===== src/rtl/ep_in_pkg.sv =====
package ep_in_pkg;
  typedef enum logic [1:0] {
    HS_IDLE  = 2'd0,
    HS_DATA  = 2'd1,
    HS_NAK   = 2'd2,
    HS_STALL = 2'd3
  } hs_e;

  localparam int BIT_NAK   = 7;
  localparam int BIT_STALL = 6;
  localparam int BIT_SHORT = 5;
  localparam int BIT_TOG   = 2;
  localparam int BIT_TCLR  = 1;
  localparam int BIT_TSET  = 0;
endpackage


===== src/rtl/ep_in_ctl_bits.sv =====
module ep_in_ctl_bits (
  input  logic clk,
  input  logic rst_n,
  input  logic wr,
  input  logic wr_nak,
  input  logic wr_stall,
  input  logic wr_short,
  input  logic setup_done,
  input  logic setup_clr,
  input  logic short_done,
  output logic force_nak,
  output logic force_stall,
  output logic short_en,
  output logic setup_flag
);
  // SETUP wins over clear; the lock looks at the flag before this edge.
  always_ff @(posedge clk) begin
    if (!rst_n) begin
      setup_flag  <= 1'b0;
      force_nak   <= 1'b0;
      force_stall <= 1'b0;
      short_en    <= 1'b0;
    end else begin
      if (setup_done)     setup_flag <= 1'b1;
      else if (setup_clr) setup_flag <= 1'b0;

      if (setup_done) begin
        force_nak   <= 1'b1;
        force_stall <= 1'b0;
      end else if (wr && !setup_flag) begin
        force_nak   <= wr_nak;
        force_stall <= wr_stall;
      end

      // a fresh write of the request outranks the self-clear
      if (wr)              short_en <= wr_short;
      else if (short_done) short_en <= 1'b0;
    end
  end
endmodule


===== src/rtl/ep_in_toggle.sv =====
module ep_in_toggle (
  input  logic clk,
  input  logic rst_n,
  input  logic setup_done,
  input  logic wr,
  input  logic wr_set,
  input  logic wr_clr,
  input  logic ack_data,
  output logic tog
);
  always_ff @(posedge clk) begin
    if (!rst_n)                tog <= 1'b0;
    else if (setup_done)       tog <= 1'b1;
    else if (wr && wr_set)     tog <= 1'b1;
    else if (wr && wr_clr)     tog <= 1'b0;
    else if (ack_data)         tog <= ~tog;
  end
endmodule


===== src/rtl/ep_in_resp_latch.sv =====
module ep_in_resp_latch
  import ep_in_pkg::*;
#(
  parameter int LVL_W = 8,
  parameter int MPS   = 64
) (
  input  logic             clk,
  input  logic             rst_n,
  input  logic             tok_start,
  input  logic             pkt_sent,
  input  logic             host_ack,
  input  logic             setup_done,
  input  logic             force_nak,
  input  logic             force_stall,
  input  logic             short_en,
  input  logic [LVL_W-1:0] fifo_level,
  output logic             active,
  output hs_e              resp,
  output logic             short_done,
  output logic             ack_data
);
  localparam logic [LVL_W-1:0] MPS_L = LVL_W'(MPS);

  hs_e decide;
  logic data_xact, done;

  always_comb begin
    if (force_stall)                              decide = HS_STALL;
    else if (force_nak)                           decide = HS_NAK;
    else if (short_en || (fifo_level >= MPS_L))   decide = HS_DATA;
    else                                          decide = HS_NAK;
  end

  assign data_xact  = active && (resp == HS_DATA);
  assign short_done = data_xact && pkt_sent;
  assign ack_data   = data_xact && host_ack;
  assign done       = active && (host_ack || (pkt_sent && resp != HS_DATA));

  always_ff @(posedge clk) begin
    if (!rst_n || setup_done) begin
      active <= 1'b0;
      resp   <= HS_IDLE;
    end else if (tok_start) begin
      active <= 1'b1;
      resp   <= decide;
    end else if (done) begin
      active <= 1'b0;
      resp   <= HS_IDLE;
    end
  end
endmodule


===== src/rtl/ep_in_hs_ctrl.sv =====
module ep_in_hs_ctrl
  import ep_in_pkg::*;
#(
  parameter int LVL_W = 8,
  parameter int MPS   = 64
) (
  input  logic             clk,
  input  logic             rst_n,
  input  logic             reg_wr,
  input  logic [7:0]       reg_wdata,
  output logic [7:0]       reg_rdata,
  input  logic             setup_done,
  input  logic             setup_clr,
  input  logic [LVL_W-1:0] fifo_level,
  input  logic             tok_start,
  input  logic             pkt_sent,
  input  logic             host_ack,
  output logic             hs_valid,
  output logic [1:0]       hs_resp,
  output logic             data_pid
);
  logic force_nak, force_stall, short_en, setup_flag;
  logic short_done, ack_data, tog;
  hs_e  resp;

  ep_in_ctl_bits u_bits (
    .clk(clk), .rst_n(rst_n), .wr(reg_wr),
    .wr_nak(reg_wdata[BIT_NAK]), .wr_stall(reg_wdata[BIT_STALL]),
    .wr_short(reg_wdata[BIT_SHORT]),
    .setup_done(setup_done), .setup_clr(setup_clr), .short_done(short_done),
    .force_nak(force_nak), .force_stall(force_stall),
    .short_en(short_en), .setup_flag(setup_flag)
  );

  ep_in_toggle u_tog (
    .clk(clk), .rst_n(rst_n), .setup_done(setup_done), .wr(reg_wr),
    .wr_set(reg_wdata[BIT_TSET]), .wr_clr(reg_wdata[BIT_TCLR]),
    .ack_data(ack_data), .tog(tog)
  );

  ep_in_resp_latch #(.LVL_W(LVL_W), .MPS(MPS)) u_resp (
    .clk(clk), .rst_n(rst_n), .tok_start(tok_start), .pkt_sent(pkt_sent),
    .host_ack(host_ack), .setup_done(setup_done),
    .force_nak(force_nak), .force_stall(force_stall), .short_en(short_en),
    .fifo_level(fifo_level), .active(hs_valid), .resp(resp),
    .short_done(short_done), .ack_data(ack_data)
  );

  always_comb begin
    reg_rdata            = 8'h00;
    reg_rdata[BIT_NAK]   = force_nak;
    reg_rdata[BIT_STALL] = force_stall;
    reg_rdata[BIT_SHORT] = short_en;
    reg_rdata[BIT_TOG]   = tog;
  end

  assign hs_resp  = resp;
  assign data_pid = tog;
endmodule


===== config.mk =====
export PLATFORM = sky130hd
export DESIGN_NAME = ep_in_hs_ctrl
export DESIGN_NICKNAME = d
export VERILOG_FILES = /design/src/rtl/ep_in_pkg.sv /design/src/rtl/ep_in_ctl_bits.sv /design/src/rtl/ep_in_toggle.sv /design/src/rtl/ep_in_resp_latch.sv /design/src/rtl/ep_in_hs_ctrl.sv
export SDC_FILE = /design/constraint.sdc
export NUM_CORES = 1
export LEC_CHECK = 0
export BUFFER_PORTS_ARGS = -buffer_cell sky130_fd_sc_hd__buf_2
export CAP_MARGIN = 20
export CORE_MARGIN = 10
export CORE_UTILIZATION = 33
export DETAILED_ROUTE_END_ITERATION = 7
export GPL_TIMING_DRIVEN = 0
export PLACE_DENSITY = 0.71
export RECOVER_POWER = 100
export SLEW_MARGIN = 20
export SYNTH_ARGS = -nofsm -noshare
export SYNTH_HDL_FRONTEND = slang
export SYNTH_SLANG_ARGS = --single-unit
export TNS_END_PERCENT = 50

===== constraint.sdc =====
create_clock -name clk -period 1 [get_ports clk]
set_clock_uncertainty 0.05 [all_clocks]
set_input_delay 0.05 -clock clk [delete_from_list [all_inputs] [get_ports clk]]
set_output_delay 0.05 -clock clk [all_outputs]
set_load 0.01 [all_outputs]

==> summary.md, run 1 <==
| Metric | Value |
|---|---|
| Clk Latency, worst-skew pair | 260 ps |
| Detail Route Antenna Nets | 0 |
| Hold Crit Depth | 3 |
| Global-route wire length before repair | 2056 um |
| Worst Path Max Fanout | 2 |
| Leakage power total | 0.3262 nW |
| Final Max Slew Viols | 0 |
| Area after DPL | 593.1 sq um |
| Grt ovf | 0 |
| Crit path time final | 1082 ps |
| DIE AREA | 3248 sq um |
| CP top delay family | simple AND/OR/NAND/NOR gates |
| Worst setup margin | -81.62 ps |
| Finished Cell Area | 670.6 sq um |
| Reg power frac | 45.3% |
| Pre-antenna DRT Iters | 4 |
| Max-cap viol count | 0 |
| Final Instance Count excl. Fillers | 101 |
| Area delta synth->final | 48.48% |
| Max incr delay on CP | 460 ps |
| Starting Density | 34.71% |
| Worst hold-check path type | in2reg |
| Area of the mapped netlist | 451.7 sq um |
| Synth area leader | dfxtp_1 |
| Placed insts | 93 |
| Filler instances | 136 |
| Int Pwr | 0.0005815 W |
| CTS tree | yes |
| Crit path arrival time | 1180 ps |
| Core ar. | 1301 sq um |
| Vias in the first global route | 499 |
| CP Capture Type | flip-flop |
| R2R cell count | 3 |
| Buf/Inv on CP | 0 |
| Antenna cells | 0 |
| Result of the run | complete, but fails checks |
| Vias after detailed routing | 464 |
| Seq cells post-synth | 8 |
| Layout cells sized above 1 | 44.19% |
| Die Span X | 57.00 um |
| Chip height | 57.00 um |
| Placement Rows | 13 |
| Final setup vio count | 4 |
| Clk slew on worst S/H paths | 50 ps |
| Worst hold start | reg_wr |
| Antenna violations before repair | 0 |
| Yosys cell types | 25 |
| Post-synthesis average cell area | 8.522 sq um |
| GPL Wtd Cong | 0.6803 |
| Post-DR wirelength/cell | 12.15 um |
| Period utilisation layout | 108.2% |
| Final nets | 112 |
| GR Util All Layers | 7.713% |
| Fmax | 0.9245 GHz |
| Initial DRC Count | 7 |
| Clock share of power | 31.7% |
| Reg2reg start | u_bits.force_stall |
| Final WL | 1227 um |
| Setup_tns | -214.8 ps |
| Top-area cell type share of the netlist area | 35.46% |
| CP max stage cell | or4_1 |
| Sw Share | 26.31% |
| Crit start category | flip-flop |
| Most frequent cells in the layout | 17 x buf_2, 10 x buf_4 |
| DPL Wire Length | 972.8 um |
| Max Root-Sink Buffers | 2 |
| Port bufs | 22 |
| Sw power | 0.0002076 W |
| Final hold vios | 0 |
| Worst-path cell chain | or4_1, nand3_1, a21oi_1 |
| RSZ-0062 raised after global routing | yes |
| Largest net degree at the start of global routing | 8 |
| PD cells | 1177 nW/um^2 |
| Clock sink count | 8 |
| FF-to-FF End | u_resp.resp[0] |
| Reg2reg setup slack | -80 ps |
| Power share of the combinational group | 23.0% |
| # IOs | 36 |
| Total CTS buffers | 3 |
| DRC errors left | 0 |
| CTS H-tree depth | 1 |
| Seq/Total Area, Yosys | 35.46% |
| Failing checks | setup timing |
| Worst EP required | 1090 ps |
| Worst Hold End | u_bits.short_en |
| Most area-consuming cells after synthesis | dfxtp_1 35%, buf_4 13%, a21oi_1 4.4% |
| Most common cell after layout, fill and taps aside | buf_2 |
| Dpl ws | -130.8 ps |
| Vias per cell | 4.594 |
| Worst vdd ir | 707.9 uV |
| Crit Path Class | reg2reg |
| CTS root buffer | clkbuf_4 |
| Yosys warnings | 0 |
| Cells after synthesis | 53 |
## cell usage after synthesis (all sizes together)
library cell	count
nand2b	3
o211ai	2
nor4	1
mux2	1
a211o	1
nand4b	1
nor3	2
nor2	1
inv	2
nand4	1
mux2i	1
dfxtp	8
a21o	1
conb	1
nand2	4
nand3	1
a21oi	4
o21a	2
o21ai	2
or4	1
a21boi	1
nand3b	1
buf	8
nor2b	3
## logic make-up after synthesis
logic type / count (synthesis) / synth area share (%)
other: 1 / 0.8302
AND/OR/NAND/NOR: 19 / 25.48
flip-flops: 8 / 35.46
buffers and inverters: 10 / 14.96
AO/OA/AOI/OAI: 13 / 18.56
multiplexers: 2 / 4.709
## worst register-to-register path, delay by kind of cell, from the launching register on
| family | cells | cell delay [ps] |
|---|---|---|
| AND/OR/NAND/NOR | 2 | 540 |
| AO/OA/AOI/OAI | 1 | 60 |
| flip-flops | 1 | 310 |
## area by class of cell
| cell class | count | area, sq um | area share [%] |
|---|---|---|---|
| sequential | 8 | 165.2 | 24.63 |
| clock buffer | 3 | 22.52 | 3.358 |
| multi-input combinational | 38 | 246.5 | 36.75 |
| inverter | 2 | 7.507 | 1.119 |
| timing repair buffer | 27 | 150.1 | 22.39 |
| buffer | 8 | 60.06 | 8.955 |
| tap | 15 | 18.77 | 2.799 |
## worst max-delay path by stage
stage                  startpoint             end  slack, ps  cells after the start
3_5_place_dp   u_bits.force_stall  u_resp.resp[0]       -130                      3
6_report       u_bits.force_stall  u_resp.resp[0]        -80                      3
3_3_place_gp   u_bits.force_stall  u_resp.resp[0]       -130                      3
4_1_cts        u_bits.force_stall  u_resp.resp[0]       -100                      3
2_1_floorplan  u_bits.force_stall  u_resp.resp[0]        -90                      3
5_1_grt        u_bits.force_stall  u_resp.resp[0]       -120                      3
## sequential cells by signal, summed over array words and instances (netlist names)
name / count
u_resp.active: 1
u_bits.short_en: 1
u_bits.force_stall: 1
u_bits.setup_flag: 1
u_tog.tog: 1
u_resp.resp: 2
u_bits.force_nak: 1
## per-layer routing
metal / GRT usage, % / up-vias / part of all wire, %
li1: - / 243 / -
met1: 7.522 / 199 / 45
met2: 13.18 / 19 / 46
met3: 3.761 / 3 / 6.4
met4: 4.027 / 0 / 2.0
met5: 0 / - / 0
## power groups by stage
stage / clock, W / combinational (W) / sequential [W]
after floorplan: 0 / 0.0000921 / 0.000364
after CTS: 0.000258 / 0.000184 / 0.000357
after global routing: 0.000269 / 0.000204 / 0.000360
after global placement: 0 / 0.000158 / 0.000362
after detailed placement: 0 / 0.000162 / 0.000362
final: 0.000250 / 0.000182 / 0.000357
## per-stage QoR
step	hold WS (ps)	utilization [%]	total power, W
2_1_floorplan	117.5	-	0.0004559
3_3_place_gp	236.2	45.58	0.0005204
3_5_place_dp	250.7	45.58	0.0005240
4_1_cts	20.49	51.83	0.0007989
5_1_grt	26.08	51.54	0.0008329
6_report	11.95	51.54	0.0007892
## what timing repair did
action / 4_1_cts / 5_1_grt
pin swaps: 2 / 1
hold buffers: 3 / 0
gates cloned: 0 / 0
setup buffers: 2 / 0
endpoints found under the setup margin: 3 / 8
resized for setup: 4 / 3
endpoints found under the hold margin: 4 / 0
Note: power is estimated with default switching activity, not from simulation.
==> run 2, diff against run 1 <==
- CORE_MARGIN: 10 -> 2
- TNS_END_PERCENT: 50 -> 30
==> summary.md, run 2 (synthesis gave the netlist of run 1 again) <==
| Metric | Value |
|---|---|
| Worst setup path end | u_resp.resp[0] |
| Leakage power total | 0.3340 nW |
| Worst Path Max Fanout | 2 |
| CTS root buffer | clkbuf_4 |
| Most frequent cells in the layout | 18 x buf_2, 10 x buf_4, 5 x dfxtp_1, 4 x nand2_1, 4 x conb_1 |
| Worst EP required | 1090 ps |
| CP Capture Type | flip-flop |
| R2R cell count | 3 |
| Worst setup margin | -101.1 ps |
| RSZ-0062 raised after global routing | yes |
| Area after DPL | 593.1 sq um |
| Placement Rows | 13 |
| Core ar. | 1285 sq um |
| Largest register by flop count | u_resp.resp |
| GPL Wtd Cong | 0.7713 |
| Crit Path Class | reg2reg |
| Finished Cell Area | 691.9 sq um |
| Util after Layout | 53.85% |
| Setup_tns | -229.0 ps |
| Worst Setup SP | u_bits.force_stall |
| Antenna violations before repair | 0 |
| CP max stage cell | or4_4 |
| Final Max Slew Viols | 0 |
| Failing checks | setup timing |
| DRC errors left | 0 |
| Result of the run | complete, but fails checks |
| Crit start category | flip-flop |
| Vias per cell | 4.584 |
| Die Span X | 41.00 um |
| Final hold vios | 0 |
| Max Root-Sink Buffers | 2 |
| DIE AREA | 1681 sq um |
| Final WL | 1094 um |
| Reg2reg start | u_bits.force_stall |
| Clk slew on worst S/H paths | 60 ps |
| DPL Wire Length | 798.4 um |
| Detail Route Antenna Nets | 0 |
| Vias after detailed routing | 463 |
| Crit path time final | 1101 ps |
| PD cells | 1159 nW/um^2 |
| Final nets | 112 |
| Initial DRC Count | 8 |
| CTS H-tree depth | 1 |
| Chip height | 41.00 um |
| Clock sink count | 8 |
| Fmax | 0.9082 GHz |
| # IOs | 36 |
| Period utilisation layout | 110.1% |
| Largest net degree at the start of global routing | 8 |
| Area delta synth->final | 53.19% |
| Worst hold-check path type | in2reg |
| Most common cell after layout, fill and taps aside | buf_2 |
| FF-to-FF End | u_resp.resp[0] |
| Crit path arrival time | 1190 ps |
| Layout cells sized above 1 | 50.00% |
| Antenna cells | 0 |
| Clk Latency, worst-skew pair | 260 ps |
| Max-cap viol count | 0 |
| Final setup vio count | 4 |
| Max reg flops | 2 |
| Worst vdd ir | 628.3 uV |
| Global-route wire length before repair | 1614 um |
| Max incr delay on CP | 470 ps |
| Grt ovf | 0 |
| Vias in the first global route | 415 |
| Worst-path cell chain | or4_4, nand3_2, a21oi_2 |
| Fin Hold WS | 21.36 ps |
| Port bufs | 22 |
| Pre-antenna DRT Iters | 4 |
| Reg2reg setup slack | -100 ps |
| Starting Density | 35.15% |
| Total CTS buffers | 3 |
| CTS tree | yes |
| Post-DR wirelength/cell | 10.83 um |
| Design Power | 0.0008019 W |
| GR Util All Layers | 15.20% |
run 2: layout make-up:
type	instances	area (sq um)
fillers	121	593.1
multi-input cells	38	259.0
flip-flops and latches	8	163.9
repair buffers	27	160.2
plain buffers	8	60.06
clock buffers	3	22.52
well taps	15	18.77
inverters	2	7.507
run 2: per-stage QoR:
| stage | instances | worst slack (ps) |
|---|---|---|
| CTS | 100 | -91.79 |
| detailed placement | 93 | -112.6 |
| finish | 101 | -101.1 |
| global placement | 93 | -124.5 |
| floorplan | 56 | -85.75 |
| global route | 101 | -109.2 |
run 2: worst max-delay path: cells and delay by family (launching register included):
kind,cells,cell delay [ps]
AO/OA/AOI/OAI,1,50
flip-flops,1,330
AND/OR/NAND/NOR,2,550
run 2: worst min path at each step:
| stage | startpoint | end | depth (start not counted) |
|---|---|---|---|
| 2_1_floorplan | rst_n | u_bits.force_nak | 1 |
| 3_3_place_gp | reg_wdata[6] | u_bits.force_stall | 3 |
| 3_5_place_dp | reg_wdata[6] | u_bits.force_stall | 3 |
| 4_1_cts | tok_start | u_resp.resp[0] | 3 |
| 5_1_grt | rst_n | u_bits.setup_flag | 2 |
| 6_report | rst_n | u_bits.setup_flag | 2 |
run 2: power breakdown:
| group | internal [W] | leakage, nW | total, W | switching (W) |
|---|---|---|---|---|
| logic | 0.000110 | 0.253 | 0.000189 | 0.0000788 |
| clock network | 0.000138 | 0.0138 | 0.000255 | 0.000117 |
| registers | 0.000339 | 0.0672 | 0.000358 | 0.0000191 |
| total | 0.000587 | 0.334 | 0.000802 | 0.000215 |
run 2: routing by layer:
metal	wire (um)	track usage (%)
met5	0	0
met3	54	3.261
met4	0	7.500
met1	423	16.12
met2	616	27.73
run 2: repair_timing:
action                                  4_1_cts  5_1_grt
endpoints found under the setup margin        3        8
hold buffers                                  3        0
pin swaps                                     2        1
resized for setup                             4        6
setup buffers                                 1        1
hold endpoints to repair                      4        0
